--- config.mk ---
export PLATFORM = sky130hd
export DESIGN_NAME = risc5_core
export DESIGN_NICKNAME = d
export VERILOG_FILES = /design/src/rtl/risc5_pkg.sv /design/src/rtl/risc5_ram.sv /design/src/rtl/risc5_alu.sv /design/src/rtl/risc5_decode.sv /design/src/rtl/risc5_core.sv
export SDC_FILE = /design/constraint.sdc
export NUM_CORES = 2
export LEC_CHECK = 0
export ABC_CLOCK_PERIOD_IN_PS = 5500
export BUFFER_PORTS_ARGS = -buffer_cell sky130_fd_sc_hd__buf_2
export CORE_MARGIN = 1.5
export CORE_UTILIZATION = 53
export CTS_BUF_LIST = sky130_fd_sc_hd__clkbuf_8
export DETAILED_ROUTE_END_ITERATION = 10
export HOLD_SLACK_MARGIN = 0.03
export PLACE_DENSITY = 0.69
export SLEW_MARGIN = 25
export SYNTH_ARGS = -nofsm -noshare
export SYNTH_HDL_FRONTEND = slang
export SYNTH_SLANG_ARGS = --single-unit
--- constraint.sdc ---
create_clock -name clk -period 5.5 [get_ports clk]
set_clock_uncertainty 0.15 [all_clocks]
set_input_delay 0.275 -clock clk [delete_from_list [all_inputs] [get_ports clk]]
set_output_delay 0.275 -clock clk [all_outputs]
set_load 0.05 [all_outputs]
--- src/rtl/risc5_pkg.sv ---
`timescale 1ns/1ps
package risc5_pkg;
  localparam int OPW = 6;

  typedef enum logic [OPW-1:0] {
    OP_MOV  = 6'b000001,
    OP_ADD  = 6'b000111,
    OP_SUB  = 6'b001000,
    OP_BNZ  = 6'b100001,
    OP_LD   = 6'b111000,
    OP_ST   = 6'b111001,
    OP_HALT = 6'b111111
  } opcode_e;

  typedef enum logic [2:0] {
    PH_IF, PH_ID, PH_EX, PH_MEM, PH_WB, PH_HALT
  } phase_e;
endpackage

--- src/rtl/risc5_ram.sv ---
`timescale 1ns/1ps
// Single write port, NRD asynchronous read ports; no reset on contents.
module risc5_ram #(
  parameter int W   = 8,
  parameter int AW  = 5,
  parameter int NRD = 2
) (
  input  logic                   clk,
  input  logic                   we,
  input  logic [AW-1:0]          waddr,
  input  logic [W-1:0]           wdata,
  input  logic [NRD-1:0][AW-1:0] raddr,
  output logic [NRD-1:0][W-1:0]  rdata
);
  localparam int DEPTH = 1 << AW;
  logic [W-1:0] mem [DEPTH];

  always_ff @(posedge clk) begin
    if (we) mem[waddr] <= wdata;
  end

  for (genvar g = 0; g < NRD; g++) begin : g_rd
    assign rdata[g] = mem[raddr[g]];
  end
endmodule

--- src/rtl/risc5_alu.sv ---
`timescale 1ns/1ps
// One adder; subtraction = invert second operand and carry in 1.
module risc5_alu #(
  parameter int DW = 8
) (
  input  logic [DW-1:0] a,
  input  logic [DW-1:0] b,
  input  logic          sub,
  output logic [DW-1:0] y
);
  logic [DW-1:0] b_eff;
  assign b_eff = b ^ {DW{sub}};
  assign y     = a + b_eff + DW'(sub);

  always_comb begin
    a_r4_sub_equiv: assert (y == (sub ? DW'(a - b) : DW'(a + b)));
  end
endmodule

--- src/rtl/risc5_decode.sv ---
`timescale 1ns/1ps
module risc5_decode
  import risc5_pkg::*;
#(
  parameter int RW = 5,
  parameter int DW = 8,
  parameter int IW = OPW + 3*RW
) (
  input  logic [IW-1:0] ir,
  output logic [RW-1:0] fa,
  output logic [RW-1:0] fb,
  output logic [RW-1:0] fc,
  output logic [RW-1:0] rsb_idx,
  output logic [DW-1:0] imm,
  output logic          use_imm,
  output logic          zero_a,
  output logic          alu_sub,
  output logic          reg_we,
  output logic          wb_mem,
  output logic          mem_we,
  output logic          mem_rd,
  output logic          is_bnz,
  output logic          is_halt
);
  localparam int IMMW = 2*RW;
  logic [OPW-1:0]  op;
  logic [IMMW-1:0] imm_wide;

  assign op       = ir[IW-1 -: OPW];
  assign fa       = ir[3*RW-1 -: RW];
  assign fb       = ir[2*RW-1 -: RW];
  assign fc       = ir[RW-1:0];
  assign imm_wide = {fb, fc};

  always_comb begin
    use_imm = 1'b0; zero_a = 1'b0; alu_sub = 1'b0; reg_we = 1'b0;
    wb_mem  = 1'b0; mem_we = 1'b0; mem_rd  = 1'b0; is_bnz = 1'b0;
    is_halt = 1'b0;
    rsb_idx = fc;
    imm     = DW'(fc);
    case (op)
      OP_ADD:  reg_we = 1'b1;
      OP_SUB:  begin reg_we = 1'b1; alu_sub = 1'b1; end
      OP_MOV:  begin reg_we = 1'b1; use_imm = 1'b1; zero_a = 1'b1; imm = DW'(imm_wide); end
      OP_LD:   begin reg_we = 1'b1; use_imm = 1'b1; mem_rd = 1'b1; wb_mem = 1'b1; end
      OP_ST:   begin use_imm = 1'b1; mem_we = 1'b1; rsb_idx = fa; end
      OP_BNZ:  begin is_bnz = 1'b1; rsb_idx = fa; end
      OP_HALT: is_halt = 1'b1;
      default: ;
    endcase
  end
endmodule

--- src/rtl/risc5_core.sv ---
`timescale 1ns/1ps
module risc5_core
  import risc5_pkg::*;
#(
  parameter int AW = 5,
  parameter int RW = 5,
  parameter int DW = 8,
  parameter int IW = OPW + 3*RW
) (
  input  logic          clk,
  input  logic          rst,
  input  logic          ld_en,
  input  logic          ld_sel,
  input  logic [AW-1:0] ld_addr,
  input  logic [IW-1:0] ld_data,
  input  logic [RW-1:0] dbg_reg_sel,
  output logic [DW-1:0] dbg_reg_val,
  input  logic [AW-1:0] dbg_mem_addr,
  output logic [DW-1:0] dbg_mem_val,
  output logic [AW-1:0] pc_out,
  output logic          instr_done,
  output logic          halt
);
  phase_e        phase;
  logic [AW-1:0] pc;
  logic [IW-1:0] ir;
  logic [DW-1:0] a_q, b_q, alu_q, mdr_q;

  logic [RW-1:0] fa, fb, fc, rsb_idx;
  logic [DW-1:0] imm, alu_a, alu_b, alu_y;
  logic use_imm, zero_a, alu_sub, reg_we, wb_mem, mem_we, mem_rd, is_bnz, is_halt;

  logic [0:0][AW-1:0] im_ra;
  logic [0:0][IW-1:0] im_rd;
  logic [2:0][RW-1:0] rf_ra;
  logic [2:0][DW-1:0] rf_rd;
  logic [1:0][AW-1:0] dm_ra;
  logic [1:0][DW-1:0] dm_rd;
  logic               rf_we, dm_we;
  logic [AW-1:0]      dm_wa;
  logic [DW-1:0]      dm_wd, rf_wd;

  risc5_decode #(.RW(RW), .DW(DW), .IW(IW)) u_dec (
    .ir(ir), .fa(fa), .fb(fb), .fc(fc), .rsb_idx(rsb_idx), .imm(imm),
    .use_imm(use_imm), .zero_a(zero_a), .alu_sub(alu_sub), .reg_we(reg_we),
    .wb_mem(wb_mem), .mem_we(mem_we), .mem_rd(mem_rd), .is_bnz(is_bnz),
    .is_halt(is_halt)
  );

  assign alu_a = zero_a  ? '0  : a_q;
  assign alu_b = use_imm ? imm : b_q;

  risc5_alu #(.DW(DW)) u_alu (.a(alu_a), .b(alu_b), .sub(alu_sub), .y(alu_y));

  // Instruction store: loader only.
  assign im_ra[0] = pc;
  risc5_ram #(.W(IW), .AW(AW), .NRD(1)) u_imem (
    .clk(clk), .we(ld_en && !ld_sel), .waddr(ld_addr), .wdata(ld_data),
    .raddr(im_ra), .rdata(im_rd)
  );

  // Register file: operand B-field, second operand, peek.
  assign rf_ra[0] = fb;
  assign rf_ra[1] = rsb_idx;
  assign rf_ra[2] = dbg_reg_sel;
  assign rf_we    = (phase == PH_WB) && reg_we;
  assign rf_wd    = wb_mem ? mdr_q : alu_q;
  risc5_ram #(.W(DW), .AW(RW), .NRD(3)) u_rf (
    .clk(clk), .we(rf_we), .waddr(fa), .wdata(rf_wd),
    .raddr(rf_ra), .rdata(rf_rd)
  );

  // Data store: core in memory phase, loader otherwise.
  assign dm_ra[0] = alu_q[AW-1:0];
  assign dm_ra[1] = dbg_mem_addr;
  assign dm_we    = (ld_en && ld_sel) || ((phase == PH_MEM) && mem_we);
  assign dm_wa    = ld_en ? ld_addr : alu_q[AW-1:0];
  assign dm_wd    = ld_en ? ld_data[DW-1:0] : b_q;
  risc5_ram #(.W(DW), .AW(AW), .NRD(2)) u_dmem (
    .clk(clk), .we(dm_we), .waddr(dm_wa), .wdata(dm_wd),
    .raddr(dm_ra), .rdata(dm_rd)
  );

  always_ff @(posedge clk) begin
    if (rst) begin
      phase <= PH_IF;
      pc    <= '0;
      ir    <= '0;
      a_q   <= '0;
      b_q   <= '0;
      alu_q <= '0;
      mdr_q <= '0;
    end else begin
      unique case (phase)
        PH_IF: begin
          ir    <= im_rd[0];
          pc    <= pc + 1'b1;
          phase <= PH_ID;
        end
        PH_ID: begin
          a_q   <= rf_rd[0];
          b_q   <= rf_rd[1];
          phase <= is_halt ? PH_HALT : PH_EX;
        end
        PH_EX: begin
          alu_q <= alu_y;
          if (is_bnz && (b_q != '0)) pc <= AW'(fc);
          phase <= PH_MEM;
        end
        PH_MEM: begin
          if (mem_rd) mdr_q <= dm_rd[0];
          phase <= PH_WB;
        end
        PH_WB:   phase <= PH_IF;
        default: phase <= PH_HALT;
      endcase
    end
  end

  assign pc_out      = pc;
  assign instr_done  = (phase == PH_WB);
  assign halt        = (phase == PH_HALT);
  assign dbg_reg_val = rf_rd[2];
  assign dbg_mem_val = dm_rd[1];

  // phase order
  a_r1_if_id:  assert property (@(posedge clk) disable iff (rst) phase == PH_IF  |=> phase == PH_ID);
  a_r1_ex_mem: assert property (@(posedge clk) disable iff (rst) phase == PH_EX  |=> phase == PH_MEM);
  a_r1_mem_wb: assert property (@(posedge clk) disable iff (rst) phase == PH_MEM |=> phase == PH_WB);
  a_r1_wb_if:  assert property (@(posedge clk) disable iff (rst) instr_done |=> phase == PH_IF && !instr_done);
  // fetch advances pc with wrap
  a_r12_pc_step: assert property (@(posedge clk) disable iff (rst)
    phase == PH_IF |=> pc == AW'($past(pc) + 1'b1));
  // pc only moves in fetch or execute
  a_r8_pc_hold: assert property (@(posedge clk) disable iff (rst)
    (phase == PH_ID || phase == PH_MEM || phase == PH_WB) |=> $stable(pc));
  // halt is sticky and quiet
  a_r9_halt_sticky: assert property (@(posedge clk) disable iff (rst)
    halt |=> halt && !instr_done && $stable(pc));
endmodule

==> impl_metrics.yaml <==
detailed_routing:
  vias: 29270
  drcViolationCount: 0
  ant_nets: 0
  drt-pass1-iter-count: 6
  drt-total-wl_um: 143800
  wl_per_cell_um: 32.84
  drt-initial-drc-count: 3428
  viasPerCell: 6.685
placed_design:
  hpwl_um: 88310
  gp_congestion: 0.9104
  post_dp_cell_area_sq_mm: 0.05670
  port_buffers: 62
cts:
  cts_setup_buffers: 0
  clock-sinks: 1245
  cts_hold_buf: 23
  htree_levels: 4
  cts_root_buf: "clkbuf_8"
  ctsResizeCount: 0
  clk_pin_slew_worst_paths_ns: 0.06
  cts_buffers: 194
  insertion_delay_ns: 0.88
  cts_tree: "done"
  clk_path_buf_depth: 3
power_and_ir_drop:
  power_density_mw_per_mm2: 343.4
  ir_drop_mv: 0.3172
  seqPwrFrac_pct: 51.9
  p_comb_share_pct: 13.0
  clockPowerShare_pct: 35.1
  power.leakage_nw: 18.79
  power_switching_mw: 5.372
  switching_share_pct: 25.82
  p_int_mw: 15.43
floorplanning:
  fp.dieH_um: 324.6
  dieArea_sq_mm: 0.1053
  start_util_pct: 53.63
  die_w_um: 324.6
  fp-row-count: 117
  ios: 63
  core_area_sq_mm: 0.1022
final_layout:
  nFillCells: 7392
  final_cell_mix: "edfxtp_1, mux4_2, clkbuf_8"
  fin_util_pct: 59.28
  postLayoutCellArea_sq_mm: 0.06058
  area_growth_pct: 10.54
  drive_gt1_share_pct: 35.03
  layout_commonest_cell: "edfxtp_1"
  fin_nets: 2897
grt:
  grt.busiest_layer: "met2"
  grt_overflow: 0
  grt_use_total_pct: 27.50
  grt_antenna_before_repair: 7
  grt_pass1_vias: 29460
  grt_pass1_wl_um: 207600
  gr-usage-met1_pct: 39.31
  met2_usage_pct: 43.24
  grt_max_degree: 77
  met3_usage_pct: 5.642
setup_path:
  r2r_slack_ns: 1.55
  cp.arrival_ns: 4.31
  r2r-start: "ir[18]$_SDFFE_PP0P_"
  required_ns: 5.86
  rr_endpoint: "u_rf.mem[11][6]$_DFFE_PP_"
  cp-start-kind: "register"
  path_max_fanout: 10
  cp-end-kind: "register"
  path_class: "reg2reg"
  rr_worst_depth: 6
sta:
  slew_headroom_pct: 28.11
  rsz0062_at_grt: "no"
  max_slew.worst_pin.slew_ns: 1.074
  fmax_mhz: 252.9
  finalCritPeriodShare_pct: 71.89
  hold_violations: 0
  fin_crit_ns: 3.954
  final-setup-viol-count: 0
  final_max_slew_viol_count: 0
  finalSetupTns_ns: 0
worst_hold_path:
  worstHoldPathType: "in2reg"
  hold_depth: 3
  min_to: "u_imem.mem[21][4]$_DFFE_PP_"
  min-delay-start: "ld_addr[2]"
synthesis:
  syn_nets: 2726
  ys_async_sr_fraction_pct: 0
  synth_ff_type: "edfxtp_1"
  avgSynthCellArea_sq_um: 20.46
  seq_area_frac_synth_pct: 67.11
  synth_edf_count: 1184
  ys_warn_count: 0
  syn_area_sq_mm: 0.05480
  ys_ff_latch: 1245
  ys_types: 69
  synth_cells: 2678
job:
  maxCapViolations: 0
status:
  outcome: "finished, final reports clean"
synth_stat cells (all sizes together), types with 7 or more instances:
cell / n / area [sq um]
a21oi: 27 / 135.1
a311o: 8 / 80.08
xnor2: 9 / 78.83
o21ai: 26 / 137.6
a22o: 8 / 70.07
a32oi: 16 / 140.1
a211oi: 40 / 300.3
nor2b: 8 / 50.05
nor4: 10 / 112.6
and2: 9 / 56.30
buf: 101 / 544.3
nor2: 164 / 625.6
nand2: 118 / 445.4
o22ai: 9 / 56.30
nor3: 15 / 115.1
mux2i: 86 / 860.8
ha: 7 / 87.58
nand2b: 9 / 56.30
mux2: 35 / 397.9
clkbuf: 79 / 296.5
nand3: 9 / 45.04
dfxtp: 61 / 1221
nand3b: 7 / 52.55
mux4: 562 / 12680
edfxtp: 1184 / 35550
xor2: 8 / 88.84
a21boi: 9 / 71.32
metal layers:
layer	up-vias	wire length (um)
met4	10	3900
met2	1550	69420
met1	15620	57590
li1	11810	-
met3	274	12830
met5	-	60
kinds of logic (layout without fill, tap and decap cells):
family	Yosys count	after routing	share of synthesized area (%)
other	0	4	0
XOR/XNOR	17	17	0.3060
multiplexers	683	683	25.44
AO/OA/AOI/OAI	167	167	2.149
adder cells (fa/ha/maj)	8	8	0.1964
flip-flops	1245	1245	67.11
buffers and inverters	184	512	1.562
AND/OR/NAND/NOR	374	374	3.235
sequential cells by signal, summed over array words and instances, names as in the netlist:
name and count:
a_q 8, alu_q 8, u_imem.mem 672, u_dmem.mem 256, u_rf.mem 256, mdr_q 8, phase 3, ir 21
pc_out 5, b_q 8
metrics by stage:
stage / power [mW] / hold WS, ns / instances / setup WS, ns
2_1_floorplan: 12.79 / 0.2239 / 2678 / 2.461
3_3_place_gp: 13.62 / 0.3078 / 3998 / 1.691
3_5_place_dp: 13.67 / 0.2988 / 3998 / 1.641
4_1_cts: 20.93 / 0.03568 / 4374 / 1.636
5_1_grt: 21.47 / 0.05762 / 4375 / 1.388
6_report: 20.80 / 0.06725 / 4378 / 1.546
critical path, cell delays in order (launching register included):
cell     delay (ns)
dfxtp_1        0.64
and3_1         0.34
and3b_1        0.49
o21ai_0        0.26
nor2_1         0.72
nand2_1        0.25
nor2_1         0.73
power groups by stage:
stage	clock (mW)	sequential, mW	combinational (mW)
after detailed placement	0	11.0	2.68
final	7.31	10.8	2.70
after floorplan	0	10.8	2.01
after global placement	0	11.0	2.64
after CTS	7.43	10.8	2.70
after global routing	7.82	10.8	2.84
layout make-up:
class                      instances  area, sq um  share of cell area (%)
inverter                           4        15.01                 0.02479
timing repair buffer             155         1109                   1.830
sequential                      1245        36800                   60.75
tap                             1368         1712                   2.826
antenna                            4        10.01                 0.01652
clock buffer                     204         2808                   4.635
multi-input combinational       1249        17310                   28.57
clock inverter                   149        817.0                   1.349
how the worst max path moves through the flow:
stage	start	endpoint	slack, ns
3_3_place_gp	ir[19]$_SDFFE_PP0P_	b_q[3]$_SDFFE_PP0P_	1.69
6_report	ir[18]$_SDFFE_PP0P_	u_rf.mem[11][6]$_DFFE_PP_	1.55
3_5_place_dp	ir[18]$_SDFFE_PP0P_	u_rf.mem[7][6]$_DFFE_PP_	1.64
5_1_grt	ir[18]$_SDFFE_PP0P_	u_rf.mem[4][2]$_DFFE_PP_	1.39
4_1_cts	ir[19]$_SDFFE_PP0P_	u_rf.mem[7][6]$_DFFE_PP_	1.64
2_1_floorplan	ir[15]$_SDFFE_PP0P_	alu_q[6]$_SDFFE_PP0P_	2.46
(Power assumes the default switching activity.)
